<file path="src/rtl/oc_pkg.sv">
package oc_pkg;

   localparam logic [5:0] OP_RTYPE = 6'h00;
   localparam logic [5:0] OP_ADDI  = 6'h08;
   localparam logic [5:0] OP_LOAD  = 6'h23;
   localparam logic [5:0] OP_STORE = 6'h2B;
   localparam logic [5:0] OP_BEQ   = 6'h04;
   localparam logic [5:0] OP_JUMP  = 6'h02;

   localparam logic [5:0] FN_ADD = 6'h20;
   localparam logic [5:0] FN_SUB = 6'h22;
   localparam logic [5:0] FN_AND = 6'h24;
   localparam logic [5:0] FN_OR  = 6'h25;
   localparam logic [5:0] FN_XOR = 6'h26;
   localparam logic [5:0] FN_NOR = 6'h27;
   localparam logic [5:0] FN_SLT = 6'h2A;

   typedef enum logic [2:0] {
      ALU_ADD, ALU_SUB, ALU_AND, ALU_OR, ALU_XOR, ALU_NOR, ALU_SLT
   } alu_op_e;

   typedef struct packed {
      logic    reg_we;
      logic    mem_we;
      logic    dst_rd;
      logic    src_imm;
      logic    mem_to_reg;
      logic    branch;
      logic    jump;
      alu_op_e alu_op;
   } ctrl_t;

   // Whether a function code is implemented, given the ALU variant.
   function automatic logic funct_known(input logic [5:0] f, input bit ext);
      if (f == FN_ADD || f == FN_SUB) return 1'b1;
      if (!ext) return 1'b0;
      return (f == FN_AND) || (f == FN_OR) || (f == FN_XOR) ||
             (f == FN_NOR) || (f == FN_SLT);
   endfunction

   function automatic alu_op_e funct_to_op(input logic [5:0] f);
      case (f)
         FN_SUB:  return ALU_SUB;
         FN_AND:  return ALU_AND;
         FN_OR:   return ALU_OR;
         FN_XOR:  return ALU_XOR;
         FN_NOR:  return ALU_NOR;
         FN_SLT:  return ALU_SLT;
         default: return ALU_ADD;
      endcase
   endfunction

endpackage

</file>
<file path="src/rtl/oc_decode.sv">
module oc_decode
   import oc_pkg::*;
#(
   parameter bit EXT_FUNCT = 1'b1
) (
   input  logic [5:0] opcode,
   input  logic [5:0] funct,
   output ctrl_t      ctrl
);

   always_comb begin
      // Everything off: unknown encodings fall through as no-ops.
      ctrl = '0;
      ctrl.alu_op = ALU_ADD;
      case (opcode)
         OP_RTYPE: begin
            ctrl.reg_we = funct_known(funct, EXT_FUNCT);
            ctrl.dst_rd = 1'b1;
            ctrl.alu_op = funct_to_op(funct);
         end
         OP_ADDI: begin
            ctrl.reg_we  = 1'b1;
            ctrl.src_imm = 1'b1;
         end
         OP_LOAD: begin
            ctrl.reg_we     = 1'b1;
            ctrl.src_imm    = 1'b1;
            ctrl.mem_to_reg = 1'b1;
         end
         OP_STORE: begin
            ctrl.mem_we  = 1'b1;
            ctrl.src_imm = 1'b1;
         end
         OP_BEQ: begin
            ctrl.branch = 1'b1;
            ctrl.alu_op = ALU_SUB;
         end
         OP_JUMP: begin
            ctrl.jump = 1'b1;
         end
         default: ;
      endcase
   end

endmodule

</file>
<file path="src/rtl/oc_alu.sv">
module oc_alu
   import oc_pkg::*;
#(
   parameter int XLEN      = 32,
   parameter bit EXT_FUNCT = 1'b1
) (
   input  alu_op_e          op,
   input  logic [XLEN-1:0]  a,
   input  logic [XLEN-1:0]  b,
   output logic [XLEN-1:0]  y,
   output logic             zero
);

   generate
      if (EXT_FUNCT) begin : g_full
         always_comb begin
            case (op)
               ALU_SUB: y = a - b;
               ALU_AND: y = a & b;
               ALU_OR:  y = a | b;
               ALU_XOR: y = a ^ b;
               ALU_NOR: y = ~(a | b);
               ALU_SLT: y = {{(XLEN-1){1'b0}}, ($signed(a) < $signed(b))};
               default: y = a + b;
            endcase
         end
      end else begin : g_addsub
         always_comb y = (op == ALU_SUB) ? (a - b) : (a + b);
      end
   endgenerate

   assign zero = (y == '0);

endmodule

</file>
<file path="src/rtl/oc_regfile.sv">
module oc_regfile #(
   parameter int XLEN = 32,
   parameter int NREG = 32,
   localparam int AW  = $clog2(NREG)
) (
   input  logic            clk,
   input  logic            rst_n,
   input  logic [AW-1:0]   ra1,
   input  logic [AW-1:0]   ra2,
   input  logic [AW-1:0]   wa,
   input  logic            we,
   input  logic [XLEN-1:0] wd,
   output logic [XLEN-1:0] rd1,
   output logic [XLEN-1:0] rd2
);

   logic [XLEN-1:0] q_all [NREG];

   generate
      for (genvar i = 0; i < NREG; i++) begin : g_reg
         if (i == 0) begin : g_zero
            assign q_all[i] = '0;
         end else begin : g_flop
            logic [XLEN-1:0] q;
            always_ff @(posedge clk or negedge rst_n) begin
               if (!rst_n)                         q <= '0;
               else if (we && wa == AW'(i))        q <= wd;
            end
            assign q_all[i] = q;
         end
      end
   endgenerate

   assign rd1 = q_all[ra1];
   assign rd2 = q_all[ra2];

endmodule

</file>
<file path="src/rtl/onecycle_core.sv">
module onecycle_core
   import oc_pkg::*;
#(
   parameter int          XLEN      = 32,
   parameter int          NREG      = 32,
   parameter bit          EXT_FUNCT = 1'b1,
   parameter logic [31:0] RESET_PC  = 32'h0
) (
   input  logic        clk,
   input  logic        rst_n,
   output logic [31:0] imem_addr,
   input  logic [31:0] imem_data,
   output logic [31:0] dmem_addr,
   output logic [31:0] dmem_wdata,
   output logic        dmem_we,
   input  logic [31:0] dmem_rdata
);

   localparam int AW = $clog2(NREG);

   generate
      if (XLEN != 32) begin : g_bad_xlen
         $error("onecycle_core: instruction fields assume XLEN of 32");
      end
      if (NREG < 2 || NREG > 32 || (NREG & (NREG - 1)) != 0) begin : g_bad_nreg
         $error("onecycle_core: NREG must be a power of two from 2 to 32");
      end
      if (RESET_PC[1:0] != 2'b00) begin : g_bad_pc
         $error("onecycle_core: RESET_PC must be word aligned");
      end
   endgenerate

   logic [XLEN-1:0] pc, pc_plus4, pc_next, br_tgt, jmp_tgt;
   logic [XLEN-1:0] rs_val, rt_val, imm_sx, alu_b, alu_y, wb_val;
   logic [AW-1:0]   wa;
   logic            alu_zero, rf_we;
   ctrl_t           ctrl;

   // Field extraction
   logic [5:0]  f_op, f_fn;
   logic [4:0]  f_rs, f_rt, f_rd;
   logic [15:0] f_imm;
   logic [25:0] f_tgt;

   assign f_op  = imem_data[31:26];
   assign f_rs  = imem_data[25:21];
   assign f_rt  = imem_data[20:16];
   assign f_rd  = imem_data[15:11];
   assign f_fn  = imem_data[5:0];
   assign f_imm = imem_data[15:0];
   assign f_tgt = imem_data[25:0];

   oc_decode #(.EXT_FUNCT(EXT_FUNCT)) u_dec (
      .opcode (f_op),
      .funct  (f_fn),
      .ctrl   (ctrl)
   );

   oc_regfile #(.XLEN(XLEN), .NREG(NREG)) u_rf (
      .clk   (clk),
      .rst_n (rst_n),
      .ra1   (f_rs[AW-1:0]),
      .ra2   (f_rt[AW-1:0]),
      .wa    (wa),
      .we    (rf_we),
      .wd    (wb_val),
      .rd1   (rs_val),
      .rd2   (rt_val)
   );

   assign imm_sx = {{(XLEN-16){f_imm[15]}}, f_imm};
   assign alu_b  = ctrl.src_imm ? imm_sx : rt_val;

   oc_alu #(.XLEN(XLEN), .EXT_FUNCT(EXT_FUNCT)) u_alu (
      .op   (ctrl.alu_op),
      .a    (rs_val),
      .b    (alu_b),
      .y    (alu_y),
      .zero (alu_zero)
   );

   assign wa     = ctrl.dst_rd ? f_rd[AW-1:0] : f_rt[AW-1:0];
   assign wb_val = ctrl.mem_to_reg ? dmem_rdata : alu_y;
   assign rf_we  = ctrl.reg_we & rst_n;

   assign dmem_addr  = alu_y;
   assign dmem_wdata = rt_val;
   assign dmem_we    = ctrl.mem_we & rst_n;

   // Next-PC selection
   assign pc_plus4 = pc + XLEN'(4);
   assign br_tgt   = pc_plus4 + {imm_sx[XLEN-3:0], 2'b00};
   assign jmp_tgt  = {pc_plus4[XLEN-1:XLEN-4], f_tgt, 2'b00};

   always_comb begin
      if (ctrl.jump)                  pc_next = jmp_tgt;
      else if (ctrl.branch && alu_zero) pc_next = br_tgt;
      else                            pc_next = pc_plus4;
   end

   always_ff @(posedge clk or negedge rst_n) begin
      if (!rst_n) pc <= RESET_PC;
      else        pc <= pc_next;
   end

   assign imem_addr = pc;

endmodule

</file>
<file path="config.mk">
export PLATFORM = sky130hd
export DESIGN_NAME = onecycle_core
export DESIGN_NICKNAME = d
export VERILOG_FILES = /design/src/rtl/oc_pkg.sv /design/src/rtl/oc_decode.sv /design/src/rtl/oc_alu.sv /design/src/rtl/oc_regfile.sv /design/src/rtl/onecycle_core.sv
export SDC_FILE = /design/constraint.sdc
export NUM_CORES = 2
export LEC_CHECK = 0
export ABC_AREA = 1
export ABC_CLOCK_PERIOD_IN_PS = 4890
export BUFFER_PORTS_ARGS = -buffer_cell sky130_fd_sc_hd__buf_2
export CORE_MARGIN = 1
export CORE_UTILIZATION = 42
export DETAILED_ROUTE_END_ITERATION = 7
export GPL_TIMING_DRIVEN = 0
export REMOVE_ABC_BUFFERS = 1
export SLEW_MARGIN = 10
export SYNTH_ARGS = -nofsm -noshare
export SYNTH_HDL_FRONTEND = slang
export SYNTH_HIERARCHICAL = 1
export SYNTH_SLANG_ARGS = --single-unit
</file>
<file path="constraint.sdc">
create_clock -name clk -period 4.89 [get_ports clk]
set_input_delay 0.7335 -clock clk [delete_from_list [all_inputs] [get_ports clk]]
set_output_delay 0.7335 -clock clk [all_outputs]
set_load 0.01 [all_outputs]
</file>
After elaboration in Yosys (flattened, before gate mapping)
Index checks and enable logic that the tools add are counted.

Order comparisons: 3. Equality and inequality tests: 49. Bitwise logic cells: 8. Multiplexer cells: 25. Add/sub/neg operators: 4. Reduce and logical (&&, ||, !) cells: 41.

Operators with widths (count): 32-bit binary-select mux with 5-bit select (2); 32-bit two-way mux (8); 32-bit case mux with 6 select lines (1); 5-bit == test, second input constant (16); 32-bit adder (2); 6-bit == test, second input constant (9); 5-bit by 4-bit == test with 1-bit output, second input constant (8); 32-bit by 3-bit adder with 32-bit output, second input constant (1); 32-bit bitwise AND (1); 1-bit logical AND (32); 32-bit zero test (1); 32-bit < comparator (1); 32-bit NOT (1); 32-bit OR (1); 32-bit subtractor (1); 32-bit bitwise XOR (1); 5-bit by 3-bit == test with 1-bit output, second input constant (4); 3-bit case mux with 6 select lines (1); 6-bit greater-or-equal comparator, second input constant (2); 5-bit NOT with 6-bit output (2); 5-bit by 2-bit == test with 1-bit output, second input constant (2); 1-bit two-way mux (10); 3-bit == test, second input constant (3); 3-bit by 2-bit == test with 1-bit output, second input constant (2); other kinds (13) (18).

Input bits: 66. Bits in registers: 1024. Output and inout port bits: 97.

Depth between registers and ports, before layout
Word-level depth: 12. Mapped depth: 42. Gate-level depth less buffers: 37.

Hierarchy
The synthesis kept the hierarchy.

By module, submodules not included: oc_regfile (area each 55989.9 um2, instances 1, cells each 8256); oc_alu (area each 7249.5 um2, instances 1, cells each 1394); onecycle_core (area each 5392.7 um2, instances 1, cells each 926); oc_decode (area each 235.2 um2, instances 1, cells each 52).

Least setup slack after synthesis
Ideal clock, no wire load.

Path type: input-to-reg. Start point: input port imem_data[17]. End point: register pc[10], in the netlist imem_addr[10]. Path slack: 159 ps. Setup time: 82 ps. Arrival time: 4649 ps. Cell stages on the path: 30. Cells stage by stage: buf_4 -> inv_2 -> buf_4 -> clkbuf_1 -> a21oi_1 -> nand3_1 -> nand3_1 -> nand3_1 -> nand2_1 -> mux2_2 -> ha_1 -> fa_1 -> nand3_1 -> nand3_1 -> nand2_1 -> nand2_1 -> xor2_1 -> nand2_1 -> nand4_1 -> nor2_1 -> nand3_1 -> nor2_1 -> nand3_1 -> nor2_1 -> nand2_1 -> buf_2 -> buf_1 -> a21oi_1 -> o21ai_0 -> a31oi_1.

RTL lines: start, declared (line onecycle_core.sv:12) `input logic [31:0] imem_data,`; 5-bit NOT with 6-bit output (not written as such) (*) (line oc_regfile.sv:35) `assign rd2 = q_all[ra2];`; 32-bit binary-select mux with 5-bit select (*) (line oc_regfile.sv:35); 32-bit two-way mux (not written as such) (*) (2 in a row) (line oc_regfile.sv:35); via dmem_wdata[0] (line onecycle_core.sv:14) `output logic [31:0] dmem_wdata,`; 32-bit two-way mux (*) (line onecycle_core.sv:72) `assign alu_b = ctrl.src_imm ? imm_sx : rt_val;`; via alu_b[0] (line onecycle_core.sv:34) `logic [XLEN-1:0] rs_val, rt_val, imm_sx, alu_b, alu_y, wb_val;`; 32-bit adder / 32-bit subtractor (equally long branches) (line oc_alu.sv:24, oc_alu.sv:18); 32-bit case mux with 6 select lines (*) (line oc_alu.sv:17) `case (op)`; via dmem_addr[8] (line onecycle_core.sv:13) `output logic [31:0] dmem_addr,`; 32-bit zero test (*) (line oc_alu.sv:32) `assign zero = (y == '0);`; via alu_zero (line onecycle_core.sv:36) `logic alu_zero, rf_we;`; 1-bit logical AND (*) (line onecycle_core.sv:97) `else if (ctrl.branch && alu_zero) pc_next = br_tgt;`; 32-bit two-way mux (*) (line onecycle_core.sv:97); 32-bit two-way mux (*) (line onecycle_core.sv:96) `if (ctrl.jump) pc_next = jmp_tgt;`; via pc_next[10] (line onecycle_core.sv:33) `logic [XLEN-1:0] pc, pc_plus4, pc_next, br_tgt, jmp_tgt;`; end signal, assigned (line onecycle_core.sv:103) `else pc <= pc_next;`; end, declared (line onecycle_core.sv:33).

Mark *: on every way through the listed nets, which the timed path passes. The rest lies on a longest branch. The select of a mux whose other input is x is not followed. A chain may end at the register's enable or synchronous reset.

Worst setup path in the final report
Start point: input port imem_data[16]. End point: output port dmem_addr[29].

RTL lines (line): 5-bit NOT with 6-bit output (not written as such) (*) (oc_regfile.sv:35); 32-bit binary-select mux with 5-bit select (*) (oc_regfile.sv:35); 32-bit two-way mux (not written as such) (*) (2 in a row) (oc_regfile.sv:35); 32-bit two-way mux (*) (onecycle_core.sv:72); via alu_b[6] (onecycle_core.sv:34); 32-bit adder / 32-bit subtractor (equally long branches) (oc_alu.sv:24, oc_alu.sv:18); 32-bit case mux with 6 select lines (*) (oc_alu.sv:17); end, declared (onecycle_core.sv:13).

Marked as above.

==> results.md <==
- CORE AREA: 163000 µm²
- Vias per std cell: 5.88
- Final Instance Area: 84300 µm²
- Initial antenna violation count: 14
- Total congestion overflow: 0
- Max cap viols: 0
- Synth area leader: dfrtp_1
- R2r endpoint: imem_addr[19]$_DFF_PN0_
- Total negative slack: -14.85 ns
- Chip Width: 407 µm
- Peak supply drop: 0.361 mV
- Most used DFF post-synth: dfrtp_1
- Via count: 75800
- Layout Skew: 0.0406 ns
- CP most frequent cell: buf_16
- Die ar.: 166000 µm²
- Final net count: 10800
- Mapped Cells: 10600
- Die H: 407 µm
- Fin crit share: 1.08
- Vias in the first global route: 68000
- TritonCTS Buffers: 116
- Largest net degree at the start of global routing: 131
- Worst Tran Pin Value: 1.37 ns
- WL per Instance: 25.6 µm
- Cell Rows: 148
- Pwr Total: 27.3 mW
- Final Core Density: 0.518
- Worst endpoint required time: 4.16 ns
- Fin Hold WS: 0.249 ns
- Layout cells sized above 1: 0.148
- Reg2reg path depth: 33
- Fillers: 15900
- Most frequent cell after synthesis: nand2_1
- CTS clk-pin slew, worst paths: 0.06 ns
- Worst Setup SP: imem_data[16]
- Register bit total from synthesis: 1022
- HP Class: in -> reg
- Count of buffers from port buffering: 160
- DRC: 2
- RD Place Congestion: 0.966
- EDFF count, synth: 0
- Hold Vio Cnt, Final: 0
- First-pass GRT wire length: 458000 µm
- Clock sink count: 1022
- Slew margin rel.: 0.0845
- Status: finished with violations
- Slew Viols, Final: 0
- Placed Instance Area: 71800 µm²
- Pwr dens: 324 nW/µm²
- Dpl hpwl: 174000 µm
- CP startpoint kind: primary input
- Share of the synthesized area in the top cell type: 0.371
- Total GRT Usage: 0.376
- Post-synth top cells: nand2_1 (3691), nand3_1 (1739), inv_1 (1211)
- H-tree depth: 3
- Cell Area, Synth: 68900 µm²
- CP max-delay cell: mux2_4
- Synth top area cells: dfrtp_1 (37%), nand2_1 (20%), nand3_1 (13%)
- DRT antenna net count: 0
- Skew-Pair Late Insertion Delay: 0.80 ns
- Critical path endpoint category: output pin
- WL final: 329000 µm
- Slowest cell delay on critical path: 0.31 ns
- Clock root buffer: clkbuf_16
- Drt initial violations: 11000
- Post-route setup slack: -0.398 ns
- Sequential share of the synthesized area: 0.371
- CTS tree: done
- P_leak: 40.6 nW
- Failing checks: DRC, setup timing
- CP arrival: 4.55 ns
- Ys Warns: 6
- RSZ-0062 raised after global routing: true
- FF-to-FF setup slack: 0.25 ns
- Fmax: 189 MHz
- Final setup vio count: 61
- Area growth syn-to-layout: 22.4%
- Post-synth cell types: 56
- Worst setup path end: dmem_addr[29]
- Reg2reg start: u_rf/g_reg[9].g_flop.q[0]$_DFFE_PN0P_
- Syn Area/Cell: 6.48 µm²
- Initial core utilization: 0.423
- Final min period: 5.29 ns
- Critical-path maximum fanout: 8
- IO Pins: 163
- Async S/R FF share, synth: 1.00
- Clock tree buffer depth: 3
- Kind of critical path: in -> out
- Iteration count of the initial detailed-routing pass: 8
metrics by stage:
step / cells / setup slack, ns
2_1_floorplan: 9877 / -5.56
3_3_place_gp: 12200 / -34.09
3_5_place_dp: 12300 / -5.34
4_1_cts: 12700 / -0.421
5_1_grt: 12900 / -0.449
6_report: 12900 / -0.398
cells by family after synthesis:
group | synth area share
compound gates | 0.111
xor+xnor | 0.00278
fa+ha+maj | 0.0250
buf+inv | 0.117
flops | 0.371
mux | 0.00818
other cells | 0.0000545
simple gates | 0.365
sequential cells by signal, summed over array words and instances (netlist names):
signal,flops
imem_addr,30
u_rf/g.g_flop.q,992
per-layer routing:
metal	part of all wire	track usage
met1	0.39	0.504
met3	0.13	0.0918
met2	0.42	0.556
met5	0.00056	0
met4	0.067	0.206
power by group:
part / leakage [nW] / internal, mW / total (mW) / switching, mW
registers: 14.2 / 8.73 / 8.98 / 0.251
clock network: 1.94 / 5.30 / 9.23 / 3.93
logic: 24.4 / 2.97 / 9.12 / 6.16
layout by cell type (no fill, tap or decap), types with 46 or more instances in the layout:
| master | synthesis | layout |
|---|---|---|
| nand2_1 | 3691 | 3491 |
| nand3_1 | 1739 | 1613 |
| inv_1 | 1211 | 1135 |
| dfrtp_1 | 1022 | 1022 |
| o21ai_0 | 962 | 935 |
| a21oi_1 | 351 | 326 |
| nor2_1 | 252 | 213 |
| buf_4 | 24 | 178 |
| nand2_2 | 44 | 166 |
| clkbuf_16 | 0 | 143 |
| buf_2 | 239 | 123 |
| nand3_2 | 12 | 110 |
| ha_1 | 133 | 98 |
| o21ai_1 | 86 | 97 |
| buf_16 | 0 | 89 |
| nand2_4 | 7 | 81 |
| inv_2 | 41 | 63 |
| bufbuf_16 | 0 | 59 |
| buf_6 | 16 | 58 |
| nor2_4 | 15 | 56 |
| buf_12 | 0 | 54 |
| nor2_2 | 48 | 46 |
what timing repair did:
action / 4_1_cts / 5_1_grt
hold endpoints to repair: 56 / 0
gates cloned: 83 / 33
endpoints found under the setup margin: 1075 / 911
gates resized for setup: 369 / 521
pin swaps: 56 / 206
hold buffers: 1 / 0
buffers inserted: 102 / 133
worst max-delay path, delay by kind of cell:
family                     cells  cell delay (ns)
and+or+nand+nor               16             1.70
muxes                          1             0.31
buffers and inverters         11             1.54
adders and majority gates      1             0.22
worst min path at each step:
stage,from,end,cells after the start
floorplan,rst_n,imem_addr[10]$_DFF_PN0_,0
global placement,u_rf/g_reg[25].g_flop.q[20]$_DFFE_PN0P_,u_rf/g_reg[25].g_flop.q[20]$_DFFE_PN0P_,2
global route,imem_data[5],imem_addr[7]$_DFF_PN0_,3
finish,imem_data[26],imem_addr[7]$_DFF_PN0_,4
detailed placement,u_rf/g_reg[11].g_flop.q[22]$_DFFE_PN0P_,u_rf/g_reg[11].g_flop.q[22]$_DFFE_PN0P_,2
CTS,imem_data[26],imem_addr[7]$_DFF_PN0_,4
final cells by class:
type	count	area, µm²	area share
repair buffers	589	8680	0.103
inverters	1254	5020	0.0595
diodes	9	22.5	0.000267
clock buffers	166	3420	0.0405
flip-flops and latches	1022	25600	0.303
multi-input cells	7605	38200	0.453
clock inverters	45	502	0.00595
repair inverters	16	158	0.00187
well taps	2175	2720	0.0323
No activity file was read; power rests on OpenSTA's default activity.
